===== src/rtl/mont_modexp.sv =====
module mont_modexp #(
  parameter int W = 32
) (
  input  logic         clk,
  input  logic         rst_n,
  input  logic         ld_valid,
  input  logic [1:0]   ld_sel,
  input  logic [7:0]   ld_byte,
  input  logic         start,
  output logic         busy,
  output logic         done,
  output logic [W-1:0] result
);
  localparam int SW = W + 3;
  localparam int CW = $clog2(W + 3);
  localparam logic [CW-1:0] ITER = CW'(W + 2);
  localparam logic [1:0] P_CONV = 2'd0, P_SQ = 2'd1, P_MUL = 2'd2, P_POST = 2'd3;

  typedef enum logic [2:0] {S_IDLE, S_NORM, S_LOAD, S_RUN, S_WB} st_t;
  st_t st;

  logic [W:0]    msg_q, acc_q, a_sr, b_q;
  logic [W-1:0]  exp_q, mod_q, r2_q, res_q;
  logic [SW-1:0] s_q, c_q;
  logic [CW-1:0] cnt, rem;
  logic [1:0]    ph;
  logic          done_q;

  logic [SW-1:0] ab, s1, c1, qn, s2, c2, sum;
  logic [W:0]    val;
  logic [1:0]    ph_adv;

  assign ab  = a_sr[0] ? {2'b0, b_q} : '0;
  assign s1  = s_q ^ c_q ^ ab;
  assign c1  = ((s_q & c_q) | (s_q & ab) | (c_q & ab)) << 1;
  assign qn  = s1[0] ? {3'b0, mod_q} : '0;
  assign s2  = s1 ^ c1 ^ qn;
  assign c2  = ((s1 & c1) | (s1 & qn) | (c1 & qn)) << 1;
  assign sum = s_q + c_q;
  assign val = sum[W:0];
  assign ph_adv = (rem == CW'(1)) ? P_POST : P_SQ;

  assign busy   = (st != S_IDLE);
  assign done   = done_q;
  assign result = res_q;

  always_ff @(posedge clk or negedge rst_n) begin
    if (!rst_n) begin
      st <= S_IDLE; ph <= P_CONV; done_q <= 1'b0;
      msg_q <= '0; acc_q <= '0; a_sr <= '0; b_q <= '0;
      exp_q <= '0; mod_q <= '0; r2_q <= '0; res_q <= '0;
      s_q <= '0; c_q <= '0; cnt <= '0; rem <= '0;
    end else begin
      done_q <= 1'b0;
      case (st)
        S_IDLE: begin
          if (ld_valid) begin
            case (ld_sel)
              2'd0: msg_q <= {1'b0, msg_q[W-9:0], ld_byte};
              2'd1: exp_q <= {exp_q[W-9:0], ld_byte};
              2'd2: mod_q <= {mod_q[W-9:0], ld_byte};
              default: r2_q <= {r2_q[W-9:0], ld_byte};
            endcase
          end
          if (start) begin
            st  <= S_NORM;
            rem <= CW'(W);
          end
        end
        S_NORM: begin
          if (exp_q == '0) begin
            res_q  <= W'(1);
            done_q <= 1'b1;
            st     <= S_IDLE;
          end else if (exp_q[W-1]) begin
            ph <= P_CONV;
            st <= S_LOAD;
          end else begin
            exp_q <= exp_q << 1;
            rem   <= rem - 1'b1;
          end
        end
        S_LOAD: begin
          s_q <= '0; c_q <= '0; cnt <= ITER;
          case (ph)
            P_CONV:  begin a_sr <= msg_q; b_q <= {1'b0, r2_q}; end
            P_SQ:    begin a_sr <= acc_q; b_q <= acc_q; end
            P_MUL:   begin a_sr <= acc_q; b_q <= msg_q; end
            default: begin a_sr <= acc_q; b_q <= (W+1)'(1); end
          endcase
          st <= S_RUN;
        end
        S_RUN: begin
          s_q  <= s2 >> 1;
          c_q  <= c2 >> 1;
          a_sr <= a_sr >> 1;
          cnt  <= cnt - 1'b1;
          if (cnt == CW'(1)) st <= S_WB;
        end
        S_WB: begin
          st <= S_LOAD;
          case (ph)
            P_CONV: begin
              msg_q <= val; acc_q <= val;
              exp_q <= exp_q << 1; rem <= rem - 1'b1; ph <= ph_adv;
            end
            P_SQ: begin
              acc_q <= val;
              if (exp_q[W-1]) ph <= P_MUL;
              else begin
                exp_q <= exp_q << 1; rem <= rem - 1'b1; ph <= ph_adv;
              end
            end
            P_MUL: begin
              acc_q <= val;
              exp_q <= exp_q << 1; rem <= rem - 1'b1; ph <= ph_adv;
            end
            default: begin
              res_q  <= val[W-1:0];
              done_q <= 1'b1;
              st     <= S_IDLE;
            end
          endcase
        end
        default: st <= S_IDLE;
      endcase
    end
  end

  assert_norm_lead_one_R5: assert property (@(posedge clk) disable iff (!rst_n)
    (st == S_LOAD && ph == P_CONV) |-> exp_q[W-1]);
  assert_product_bound_R3: assert property (@(posedge clk) disable iff (!rst_n)
    (st == S_WB) |-> (sum < ({3'b0, mod_q} << 1)));
  assert_done_pulse_R7: assert property (@(posedge clk) disable iff (!rst_n)
    done |=> !done);
  assert_result_hold_R7: assert property (@(posedge clk) disable iff (!rst_n)
    !done |-> $stable(result));
  assert_done_idle_R2: assert property (@(posedge clk) disable iff (!rst_n)
    done |-> !busy);
  assert_result_range_R7: assert property (@(posedge clk) disable iff (!rst_n)
    done |-> (result <= mod_q));
  assert_busy_hold_R1: assert property (@(posedge clk) disable iff (!rst_n)
    (busy && !done) |=> ($stable(mod_q) && $stable(r2_q)));
endmodule


===== config.mk =====
export PLATFORM = sky130hd
export DESIGN_NAME = mont_modexp
export DESIGN_NICKNAME = d
export VERILOG_FILES = /design/src/rtl/mont_modexp.sv
export SDC_FILE = /design/constraint.sdc
export NUM_CORES = 1
export LEC_CHECK = 0
export CORE_ASPECT_RATIO = 1.4
export CORE_MARGIN = 1
export CORE_UTILIZATION = 45
export DETAILED_ROUTE_END_ITERATION = 8
export DONT_BUFFER_PORTS = 1
export GPL_ROUTABILITY_DRIVEN = 0
export PLACE_DENSITY = 0.6
export SYNTH_ARGS = -nofsm -noshare
export SYNTH_HDL_FRONTEND = slang
export SYNTH_SLANG_ARGS = --single-unit

===== constraint.sdc =====
create_clock -name clk -period 3.48 [get_ports clk]
set_input_delay 0.522 -clock clk [delete_from_list [all_inputs] [get_ports clk]]
set_output_delay 0.522 -clock clk [all_outputs]
set_load 0.01 [all_outputs]

; Yosys cells after proc, flatten, opt, wreduce, memory -nomap -nowiden
; Cells that the tools add are included.
[op_classes]
multipliers = 0
n_addsub = 3
muxes = 41
n_eq_ne = 22
reduce_logical = 21
n_div = 0
shifts = 0
magnitude_cmp = 0
n_bitwise = 15
[op_table]
columns = cell, count
row1 = two-way mux 32 bit, 7
row2 = two-way mux 33 bit, 5
row3 = case mux 35 bit (2 select lines), 2
row4 = bitwise OR 34 bit, 4
row5 = case mux 33 bit (2 select lines), 2
row6 = case mux 32 bit (2 select lines), 2
row7 = case mux 33 bit (3 select lines), 1
row8 = case mux 32 bit (3 select lines), 1
row9 = XOR 35 bit, 2
row10 = bitwise AND 34 x 32 -> 34 bit, 2
row11 = bitwise AND 34 x 33 -> 34 bit, 2
row12 = bitwise AND 34 bit, 2
row13 = XOR 35 x 32 -> 35 bit, 1
row14 = XOR 35 x 33 -> 35 bit, 1
row15 = adder 33 bit, 1
row16 = logical NOT 32 bit, 1
row17 = case mux 6 bit (2 select lines), 2
row18 = two-way mux 6 bit, 3
row19 = case mux 6 bit (3 select lines), 1
row20 = case mux 3 bit (5 select lines), 1
row21 = "!= test 2 bit, second input constant", 7
row22 = "== test 6 x 1 -> 1 bit, second input constant", 2
row23 = two-way mux 3 bit, 4
row24 = AND reduction 3 bit, 4
row25 = other kinds (22), 42
[totals]
input_bits = 14
mem_count = 0
out_inout_bits = 34
wordCells = 117
ramBits = 0
latch_bits = 0
register_bits = 348
mem_bits_ro = 0

; Depth between registers and ports, before layout
; Gate-level depths: netlist of the first run.
[logic_depth]
ltp_word = 8
mapped_depth = 12
ltp_nobuf = 11

; Least setup slack after synthesis of the first run
; OpenSTA, ideal clock, no wires.
[synth_timing]
path_kind = register to register
from = register s_q[0]
to = register acc_q[22]
setup_ps = 125
t_arrival_ps = 2641
period_less_slack_ps = 2766
setup_slack_ps = 714
t_required_ps = 3355
stages_incl_launch_ff = 11
path_buffers = 0
path_cell_list = dfrtp_1 -> ha_1 -> fa_1 -> a211o_1 -> a211oi_2 -> o31a_1 -> a211oi_1 -> a311oi_2 -> o21ai_1 -> xor2_1 -> mux2_2
[synth_between]
elab_chain_len = 1
[synth_rtl]
columns = item, line_no
row1 = "start, declared", 24  ; logic [SW-1:0] s_q, c_q;
row2 = "start signal, assigned", 94  ; s_q <= s2 >> 1;
row3 = adder 33 bit, 39  ; assign sum = s_q + c_q;
row4 = "end signal, assigned", 104  ; msg_q <= val; acc_q <= val;
row5 = "end signal, assigned", 108  ; acc_q <= val;
row6 = "end signal, assigned", 115  ; acc_q <= val;
row7 = "end, declared", 22  ; logic [W:0] msg_q, acc_q, a_sr, b_q;
; Every way passes these cells.
; A chain may end at the register's enable or synchronous reset.

; Final worst setup path of the first run
[layout_timing]
from = register s_q[0]
to = register res_q[28] (netlist: result[28])
[layout_between]
elab_chain_len = 3
[layout_rtl]
columns = item, line_no
row1 = adder 33 bit, 39
row2 = two-way mux 32 bit, 102  ; case (ph)
row3 = case mux 32 bit (2 select lines), 55  ; case (st)
row4 = "end signal, assigned", 119  ; res_q <= val[W-1:0];
row5 = "end, declared", 23  ; logic [W-1:0] exp_q, mod_q, r2_q, res_q;
; Every way passes these cells. The select of a mux whose other input is x is not followed.

==> results.md, run 1 <==
- Critical path class: flop to flop
- Worst path bufs/invs: 0
- Initial DRC count: ~960
- Max clock buf depth: 3
- Pre-CTS WS: 0.383 ns
- Largest net degree at the start of global routing: roughly 350
- Crit path to: result[28]$_DFFE_PN0P_
- Routed vias/inst: ~5.7
- Setup crit start: s_q[0]$_DFFE_PN0P_
- Worst Tran Pin Value: around 1.1 ns
- Syn_nets: 2,041
- Average wire per standard cell: around 21 µm
- FF-to-FF Start: s_q[0]$_DFFE_PN0P_
- Maximum VDD drop: around 0.35 mV
- Slowest-stage cell, CP: fa_1
- Final period util: 0.906
- Max Clock Freq: 317 MHz
- Worst-path fanout max: 5
- Boundary Pins: 48
- Synth cell types: 76
- Post-synthesis instance total: approximately 1.9k
- Core Region: between 0.04 and 0.05 mm²
- Clock Skews: 0.0157 ns
- RR Endpoint: result[28]$_DFFE_PN0P_
- Clock slew seen by the registers of the worst setup and hold paths: around 0.060 ns
- R2r worst-path depth: 11
- Clock power frac: 0.490
- Die X: 173 µm
- Synth Register Bits: 346
- Clock Latency Late Sink: ~0.54 ns
- Die Area: approximately 0.042 mm²
- Fin. Hold Viols: 346
- Simple-Gate Fraction of Synth Area: 0.158
- Number of synthesis warnings: 0
- Nets: slightly below 2k
- Final setup fails: 0
- Post-synth EDFFs: 0
- Die Height: between 200 and 250 µm
- DRC: 0
- Sw Pwr: 1.68 mW
- Worst hold path class: primary input to asynchronous set/reset pin
- Initial antenna violation count: 0
- Sequential area share after synthesis: 0.468
- Largest family of logic cells by synthesized area: compound AO/OA/AOI/OAI gates
- First-pass GRT wire length: roughly 81,000 µm
- Post-Syn Area: ~0.019 mm²
- Setup tns final: 0 ns
- Cell Chain, Critical Path: ha_1, fa_1, a211o_1, a211oi_2, o31ai_2, a21oi_2, a31oi_4, o21ai_1, o211ai_1, xnor2_1, o21ai_0
- Asr flop ratio synth: 1.00
- CTS root buf: clkbuf_16
- Unrepaired setup endpoints after global routing: no
- Final min period: about 3.2 ns
- P_leak: a little under 10 nW
- Total gr overflow: 0
- Port bufs: 0
- Clock Sink Count: approximately 350
- P&R area growth vs syn: 8.83%
- MaxCap Viol Count: 0
- CTS H-tree lvls: 2
- Min Hold Slack: -0.308 ns
- Initial core utilization: 0.458
- Post-synth top cells: 346 x dfrtp_1, 346 x nand2_1, 185 x a21oi_1
- Pwr Density: ~400 mW/mm²
- Critical Path RT: slightly below 4 ns
- Slew Viols, Final: 0
- Gr usage total: 0.248
- Vias in the first global route: 14.3k
- CP endpoint kind: flop
- Cell taking the most area after synthesis: dfrtp_1
- Num rows: 87
- Antenna Nets Post-Route: 0
- Layout cell share with drive strength beyond 1: 0.109
- Startpoint types: flop
- Switching share of power: 0.210
- Num CTS Buffers: 38
- Mux share of post-synthesis cell area: 0.0724
- Area contributors post-synth: dfrtp_1 47%, fa_1 7.0%, nand2_1 7.0%
- Seq pwr share: 0.506
- FF+latch area: just under 0.009 mm²
- CTS tree: done
- Footprint of the multi-input gates: slightly above 0.009 mm²
- Post-Synth Adder-Cell Area: 0.0973
- Failing checks: hold timing
- XOR/XNOR Fraction of Synth Area: 0.0146
- Filler Cell Count: 3,745
- Via count: ~14k
- Critical Path Stages: 11
- R2R Setup Slk: about 0.33 ns
- Syn avg cell area: approximately 9.6 µm²
- Post-synthesis compound-gate area fraction: 0.158
- Relative slew slack: 0.241
- Status: complete, but fails checks
- Crit-path max cell delay: ~0.43 ns
- Pre-antenna DRT Iters: 5
- # diodes: 0
- Hpwl dp: approximately 35,000 µm
- Area share of the largest cell type after synthesis: 0.468
- Routed wire length: roughly 50,000 µm
- Top_reg_cell synth: dfrtp_1
- Arrival time at the worst endpoint: 3.54 ns
- Int Power: 6.32 mW
- Final WS setup: between 0.3 and 0.4 ns
- CP delay by family, top: compound AO/OA/AOI/OAI gates
- Comb pwr share: 0.004
layout by cell type, fill, tap and decap left out, drive strengths merged, types with 5 or more instances in the layout:
cell type,count
nand4,8
a31oi,17
or3,5
xor2,14
and3,6
clkinv,6
ha,40
o21ai,185
nor3,6
dfrtp,346
clkbuf,58
mux2i,36
nand2,347
a21oi,189
inv,19
and2,67
nor4,9
fa,65
a211oi,5
o211ai,6
a22oi,34
a21o,22
xnor2,16
a22o,5
buf,30
nor2,120
mux2,87
o22ai,6
nand3,82
layer usage:
| metal | GRT usage | routed length [µm] | share of wire | up-vias |
|---|---|---|---|---|
| met5 | 0 | 0 | 0 | - |
| met4 | 0.149 | 3210 | 0.063 | 0 |
| met3 | 0.0405 | 2360 | 0.046 | 112 |
| met2 | 0.425 | 25800 | 0.51 | 322 |
| met1 | 0.292 | 19400 | 0.38 | 6877 |
| li1 | - | - | - | 6490 |
per-stage QoR:
stage | area [µm²] | std cells | utilization | hold slack, ns | total power [mW]
4_1_cts | 20200 | 2419 | 0.499 | -0.317 | 8.09
3_3_place_gp | 19000 | 2353 | 0.470 | 0.251 | 4.15
3_5_place_dp | 19000 | 2353 | 0.470 | 0.255 | 4.15
6_report | 20200 | 2419 | 0.499 | -0.308 | 8.00
5_1_grt | 20200 | 2419 | 0.499 | -0.325 | 8.22
2_1_floorplan | 18500 | 1922 | - | 0.226 | 4.14
registers in the layout, summed over array words and instances (netlist names):
signal / cells
b_q: 33
exp_q: 32
rem: 6
r2_q: 32
done: 1
ph: 2
s_q: 34
a_sr: 33
c_q: 34
msg_q: 33
acc_q: 33
cnt: 6
result: 32
mod_q: 32
st: 3
cell families after synthesis:
family,count (synthesis)
and+or+nand+nor,667
AOI/OAI and AO/OA,500
DFF,346
buffers and inverters,151
muxes,123
adders and majority gates,105
xor gates and xnor gates,30
area by class of cell:
| type | instances | share of cell area |
|---|---|---|
| clock buffer | 58 | 0.0550 |
| clock inverter | 8 | 0.00360 |
| inverter | 18 | 0.00335 |
| multi-input combinational | 1425 | 0.463 |
| sequential | 346 | 0.430 |
| tap | 534 | 0.0332 |
| timing repair buffer | 30 | 0.0124 |
worst min-delay path by stage:
stage	end	slack, ns	startpoint	cells after the start
after detailed placement	a_sr[23]$_DFFE_PN0P_	0.25	rst_n	0
after global routing	a_sr[25]$_DFFE_PN0P_	-0.32	rst_n	0
after CTS	result[1]$_DFFE_PN0P_	-0.32	rst_n	0
final	a_sr[23]$_DFFE_PN0P_	-0.31	rst_n	0
after global placement	a_sr[28]$_DFFE_PN0P_	0.25	rst_n	0
after floorplan	a_sr[0]$_DFFE_PN0P_	0.23	rst_n	0
power groups by stage:
stage	Clock (mW)	Sequential [mW]	Combinational, mW
5_1_grt	4.14	4.05	0.0350
6_report	3.92	4.05	0.0302
4_1_cts	4.01	4.05	0.0304
2_1_floorplan	0	4.12	0.0251
3_3_place_gp	0	4.12	0.0295
3_5_place_dp	0	4.12	0.0303
repair_timing:
item,4_1_cts,5_1_grt
buffers inserted,0,0
hold endpoints to repair,346,346
resized for setup,0,0
Power figures use the tool's default switching activity.
==> run 2: changes to the inputs <==
CORE_ASPECT_RATIO = 0.75   (was 1.4)
==> run 2 against run 1 <==
Worst hold slack worse by 0.0018 ns. Critical endpoint is now acc_q[32]$_DFFE_PN0P_. Global-route usage is 0.29 points lower. The run still ends with hold timing left. Flip-flop and latch count stayed put. Register-to-register slack worse by 0.07 ns. Count of clock-buffer cells in the layout is 8 lower. Clock skew is 0.0042 ns higher. Cell count is 0.62% lower. Largest power group is now the clock network. Via count is 1.2% higher.
==> results.md, run 2 (synthesis results as in run 1) <==
- First-pass GRT wire length: 79,700 µm (was 81,200 µm)
- Final setup fails: 0 (unchanged)
- Num rows: 63 (was 87)
- Cell Chain, Critical Path: ha_1, fa_1, a211o_1, a211oi_2, o31ai_2, a21oi_2, a31oi_4, o211ai_1, nand2_1, xnor2_1, o21ai_0 (was ha_1, fa_1, a211o_1, a211oi_2, o31ai_2, a21oi_2, a31oi_4, o21ai_1, o211ai_1, xnor2_1, o21ai_0)
- Arrival time at the worst endpoint: 3.69 ns (was 3.54 ns)
- Min Hold Slack: -0.310 ns (was -0.308 ns)
- Biggest regs: c_q (34), s_q (34) (unchanged)
- Clock Skews: 0.0199 ns (was 0.0157 ns)
- Die Area: 0.0420 mm² (about the same)
- Startpoint types: flop (unchanged)
- CTS tree: done (unchanged)
- Slowest-stage cell, CP: fa_1 (unchanged)
- Largest net degree at the start of global routing: 347 (unchanged)
- # diodes: 0 (unchanged)
- Maximum VDD drop: 0.361 mV (was 0.354 mV)
- Gr usage total: 0.246 (was 0.248)
- Routed wire length: 50,000 µm (was 50,800 µm)
- PostCTS Resize Cnt: 0 (unchanged)
- Initial DRC count: 1,330 (was 962)
- Die Height: 178 µm (was 242 µm)
- Nets: 1,979 (was 1,978)
- Most common cell after layout, fill and taps aside: nand2_1 (unchanged)
- Fin. Hold Viols: 346 (unchanged)
- Critical path class: flop to flop (unchanged)
- Boundary Pins: 48 (unchanged)
- Final Total Pwr: 8.37 mW (was 8.00 mW)
- Vias in the first global route: 13.5k (was 14.3k)
- Clock slew seen by the registers of the worst setup and hold paths: 0.06 ns (about the same)
- Post-CTS Setup Bufs: 0 (unchanged)
- Clock Latency Late Sink: 0.54 ns (about the same)
- MaxCap Viol Count: 0 (unchanged)
- Routed vias/inst: 5.81 (was 5.71)
- Final period util: 0.927 (was 0.906)
- Average wire per standard cell: 20.8 µm (was 21.0 µm)
- Via count: 14.0k (was 13.8k)
- Footprint of the multi-input gates: 0.00932 mm² (unchanged)
- Worst-path fanout max: 5 (unchanged)
- Initial antenna violation count: 1 (was 0)
- Hpwl dp: 33,700 µm (was 34,800 µm)
- Port bufs: 0 (unchanged)
- Crit-path max cell delay: 0.43 ns (about the same)
- Filler Cell Count: 3,667 (was 3,745)
- Commonest cells after routing, fill and taps aside: 345 x nand2_1, 343 x dfrtp_1, 185 x a21oi_1, 173 x o21ai_0, 117 x nor2_1 (unchanged)
- Antenna Nets Post-Route: 0 (unchanged)
- Pre-antenna DRT Iters: 7 (was 5)
- Max clock buf depth: 3 (unchanged)
- Unrepaired setup endpoints after global routing: no (unchanged)
- Status: complete, but fails checks (unchanged)
- CTS H-tree lvls: 2 (unchanged)
- CTS root buf: clkbuf_16 (unchanged)
- Final min period: 3.22 ns (was 3.15 ns)
- Num CTS Buffers: 38 (unchanged)
- Failing checks: hold timing (unchanged)
- DRC: 0 (unchanged)
- Core Region: 0.0400 mm² (was 0.0404 mm²)
- Worst hold path class: primary input to asynchronous set/reset pin (unchanged)
- Slew Viols, Final: 0 (unchanged)
- Die X: 236 µm (was 173 µm)
- Setup tns final: 0 ns (unchanged)
- Max Clock Freq: 310 MHz (was 317 MHz)
- CP endpoint kind: flop (unchanged)
- Pwr Density: 413 mW/mm² (was 397 mW/mm²)
- Layout cell share with drive strength beyond 1: 0.112 (was 0.109)
- P&R area growth vs syn: 9.44% (was 8.83%)
- Worst Tran Pin Value: 0.992 ns (was 1.14 ns)
- Critical Path RT: 3.94 ns (was 3.87 ns)
- Clock Sink Count: 346 (unchanged)
- Relative slew slack: 0.338 (was 0.241)
- P_leak: 9.86 nW (was 9.80 nW)
- Total gr overflow: 0 (unchanged)
- Initial core utilization: 0.462 (was 0.458)
- FF+latch area: 0.00866 mm² (unchanged)
-- run 2: cell types whose count changed in the layout (fill, tap and decap cells not counted) --
cell | previous run | this run
clkbuf_1 | 13 | 6
clkbuf_8 | 6 | 5
bufinv_16 | 1 | 6
clkinv_2 | 5 | 7
clkinv_4 | 1 | 0
buf_12 | 2 | 3
-- run 2: stage by stage --
stage / std cells / util / worst slack (ns) / hold WS (ns) / instance area [µm²]
finish: 2404 / 0.506 / 0.256 / -0.310 / 20300
global route: 2404 / 0.506 / 0.0597 / -0.324 / 20300
CTS: 2404 / 0.506 / 0.254 / -0.320 / 20300
detailed placement: 2340 / 0.474 / 0.289 / 0.236 / 19000
global placement: 2340 / 0.474 / 0.272 / 0.248 / 19000
floorplan: 1922 / - / 0.714 / 0.226 / 18500
-- run 2: final cells by class --
cell class | instances | area share
clock inverter | 14 | 0.0111
sequential | 346 | 0.428
tap | 520 | 0.0321
inverter | 18 | 0.00333
timing repair buffer | 31 | 0.0133
clock buffer | 50 | 0.0527
multi-input combinational | 1425 | 0.460
-- run 2: worst paths after layout --
| path | start | to | slack [ns] | depth (start not counted) |
|---|---|---|---|---|
| max | s_q[0]$_DFFE_PN0P_ | acc_q[32]$_DFFE_PN0P_ | 0.26 | 11 |
| min | rst_n | s_q[33]$_DFFE_PN0P_ | -0.31 | 0 |
| max reg2reg | s_q[0]$_DFFE_PN0P_ | acc_q[32]$_DFFE_PN0P_ | 0.26 | 11 |
| min reg2reg | s_q[33]$_DFFE_PN0P_ | s_q[33]$_DFFE_PN0P_ | 0.48 | 2 |
| max in group asynchronous | rst_n | mod_q[2]$_DFFE_PN0P_ | 3.05 | 0 |
| min in group clk | ld_byte[0] | exp_q[0]$_DFFE_PN0P_ | 0.13 | 2 |
-- run 2: worst max-delay path, delay by kind of cell, from the launching register on --
| kind | cells | cell delay [ns] |
|---|---|---|
| AO/OA/AOI/OAI | 7 | 1.79 |
| XOR/XNOR | 1 | 0.13 |
| adder cells (fa/ha/maj) | 2 | 0.70 |
| flip-flops | 1 | 0.41 |
| AND/OR/NAND/NOR | 1 | 0.12 |
-- run 2: power breakdown --
part / total, mW / internal (mW) / switching [mW] / leakage, nW
clock: 4.29 / 2.60 / 1.69 / 0.640
combinational: 0.0305 / 0.0163 / 0.0142 / 4.49
sequential: 4.05 / 4.04 / 0.0140 / 4.73
-- run 2: per-layer routing --
layer	vias up	GRT usage	wire length, µm	share of wire
met5	-	0	12	0.00024
met2	393	0.371	22400	0.45
met3	80	0.0390	2950	0.059
met4	2	0.0657	1180	0.024
li1	6517	-	-	-
met1	6976	0.366	23500	0.47
==> run 3: changes to the inputs <==
CORE_MARGIN = default   (was 1)
CORE_UTILIZATION = 55   (was 45)
PLACE_DENSITY = 0.7   (was 0.6)
==> run 3 against run 2 <==
The flow still finishes with violations (hold timing). Worst hold slack gained 0.0047 ns. Cell area shrank 0.78%. Register-to-register slack lost 0.06 ns. Routed wire length shrank 3.1%. Utilization grew 11 points. Total power shrank 2.4%. Sequential share of layout area grew 0.34 points. Die area shrank 18%. Largest cell class unchanged.
==> results.md, run 3 (synthesis results as in run 1) <==
- P&R area growth vs syn: 8.58% (was 9.44%)
- Cell Chain, Critical Path: ha_1, fa_1, a211o_1, a211oi_2, o31ai_2, a21oi_2, a31oi_4, o211ai_1, nand2_1, xnor2_1, o21ai_0 (unchanged)
- Routed vias/inst: 6.11 (was 5.81)
- Port bufs: 0 (unchanged)
- Setup tns final: 0 ns (unchanged)
- Initial DRC count: 1,468 (was 1,330)
- Clock Sink Count: 346 (unchanged)
- CTS root buf: clkbuf_16 (unchanged)
- Num rows: 57 (was 63)
- Most common cell after layout, fill and taps aside: nand2_1 (unchanged)
- Boundary Pins: 48 (unchanged)
- Layout cell share with drive strength beyond 1: 0.111 (was 0.112)
- CP endpoint kind: flop (unchanged)
- Biggest regs: c_q (34), s_q (34) (unchanged)
- Core Region: 0.0327 mm² (was 0.0400 mm²)
- Failing checks: hold timing (unchanged)
- CTS H-tree lvls: 2 (unchanged)
- Switching share of power: 0.208 (was 0.206)
- Gr usage total: 0.293 (was 0.246)
- Pre-CTS WS: 0.310 ns (was 0.289 ns)
- Die Height: 161 µm (was 178 µm)
- Nets: 1,977 (was 1,979)
- CTS tree: done (unchanged)
- Fin. Hold Viols: 346 (unchanged)
- Total gr overflow: 0 (unchanged)
- Min Hold Slack: -0.305 ns (was -0.310 ns)
- FF-to-FF Start: s_q[0]$_DFFE_PN0P_ (unchanged)
- Crit-path max cell delay: 0.45 ns (was 0.43 ns)
- Final setup fails: 0 (unchanged)
- Pre-antenna DRT Iters: 5 (was 7)
- Num CTS Buffers: 37 (was 38)
- Unrepaired setup endpoints after global routing: no (unchanged)
- Final period util: 0.944 (was 0.927)
- Clock slew seen by the registers of the worst setup and hold paths: 0.06 ns (about the same)
- Max Clock Freq: 304 MHz (was 310 MHz)
- Clock Latency Late Sink: 0.55 ns (was 0.54 ns)
- Worst hold path class: primary input to asynchronous set/reset pin (unchanged)
- Antenna Nets Post-Route: 0 (unchanged)
- Pwr Density: 406 mW/mm² (was 413 mW/mm²)
- Initial core utilization: 0.566 (was 0.462)
- Int Power: 6.47 mW (was 6.65 mW)
- Status: complete, but fails checks (unchanged)
- Die X: 214 µm (was 236 µm)
- Critical Path RT: 3.88 ns (was 3.94 ns)
- Final WS setup: 0.195 ns (was 0.256 ns)
- Slowest-stage cell, CP: fa_1 (unchanged)
- P_leak: 9.83 nW (was 9.86 nW)
- R2R Setup Slk: 0.19 ns (was 0.26 ns)
- Largest net degree at the start of global routing: 347 (unchanged)
- Hpwl dp: 32,600 µm (was 33,700 µm)
- Sw Pwr: 1.70 mW (was 1.72 mW)
- Final min period: 3.29 ns (was 3.22 ns)
- Startpoint types: flop (unchanged)
- Arrival time at the worst endpoint: 3.68 ns (was 3.69 ns)
- Clock Skews: 0.0154 ns (was 0.0199 ns)
- Worst-path fanout max: 5 (unchanged)
- Commonest cells after routing, fill and taps aside: 345 x nand2_1, 343 x dfrtp_1, 185 x a21oi_1, 173 x o21ai_0, 117 x nor2_1 (unchanged)
- Relative slew slack: 0.224 (was 0.338)
- Average wire per standard cell: 20.8 µm (about the same)
- First-pass GRT wire length: 77,700 µm (was 79,700 µm)
- Seq pwr share: 0.496 (was 0.484)
- DRC: 0 (unchanged)
- PostCTS Resize Cnt: 0 (unchanged)
- Slew Viols, Final: 0 (unchanged)
- Maximum VDD drop: 0.357 mV (was 0.361 mV)
- Die Area: 0.0344 mm² (was 0.0420 mm²)
- Critical path class: flop to flop (unchanged)
- Initial antenna violation count: 1 (unchanged)
- Via count: 14.2k (was 14.0k)
- Clock power frac: 0.500 (was 0.512)
- Comb pwr share: 0.004 (about the same)
- Vias in the first global route: 13.8k (was 13.5k)
- Max clock buf depth: 3 (unchanged)
- Setup crit start: s_q[0]$_DFFE_PN0P_ (unchanged)
- MaxCap Viol Count: 0 (unchanged)
- Routed wire length: 48,500 µm (was 50,000 µm)
- Fin util: 0.614 (was 0.506)
- Worst Tran Pin Value: 1.16 ns (was 0.992 ns)
## run 3: cell types whose count changed in the layout (fill, tap and decap cells not counted), sizes merged
cell,delta
buf,-1
bufinv,-3
clkbuf,+4
clkinv,-2
clkinvlp,+1
diode,+1
inv,+2
## run 3: worst paths after layout
check / depth (start not counted) / endpoint
worst max-delay path: 11 / acc_q[32]$_DFFE_PN0P_
worst min-delay path: 0 / s_q[33]$_DFFE_PN0P_
worst max register to register: 11 / acc_q[32]$_DFFE_PN0P_
worst min register to register: 2 / s_q[33]$_DFFE_PN0P_
max in group asynchronous: 0 / mod_q[12]$_DFFE_PN0P_
min in group clk: 2 / exp_q[0]$_DFFE_PN0P_
## run 3: cell type report
type	instances	area (µm²)
diodes	1	2.50
clock buffers	54	1090
clock inverters	12	155
fillers	2703	12600
inverters	18	67.6
multi-input cells	1425	9320
flip-flops and latches	346	8660
well taps	442	553
repair buffers	30	250
## run 3: through the flow
step	instances	power [mW]	instance area, µm²
final	2328	8.17	20100
after detailed placement	2261	4.15	18900
after floorplan	1922	4.14	18500
after CTS	2327	8.24	20100
after global placement	2261	4.15	18900
after global routing	2327	8.38	20100
## run 3: metal layers
metal  global-route usage  share of wire  vias up
li1                     -              -     6501
met1                0.438           0.46     7171
met2                0.441           0.45      469
met3               0.0397          0.063       80
met4               0.0925          0.028        2
met5                    0        0.00016        -
## run 3: what timing repair did
item / in CTS / in global routing
setup buffers: 0 / 0
endpoints found under the setup margin: 0 / 0
hold endpoints to repair: 346 / 346
## run 3: worst max-delay path: cells and delay by family (launching register included)
family / cells / cell delay, ns
AND/OR/NAND/NOR: 1 / 0.11
XOR/XNOR: 1 / 0.13
adder cells (fa/ha/maj): 2 / 0.73
AO/OA/AOI/OAI: 7 / 1.74
flip-flops: 1 / 0.42
## run 3: power by group through the flow
| stage | clock [mW] | sequential, mW | combinational [mW] |
|---|---|---|---|
| final | 4.09 | 4.05 | 0.0308 |
| after global placement | 0 | 4.12 | 0.0290 |
| after CTS | 4.16 | 4.05 | 0.0307 |
| after detailed placement | 0 | 4.12 | 0.0305 |
| after floorplan | 0 | 4.12 | 0.0251 |
| after global routing | 4.30 | 4.05 | 0.0345 |
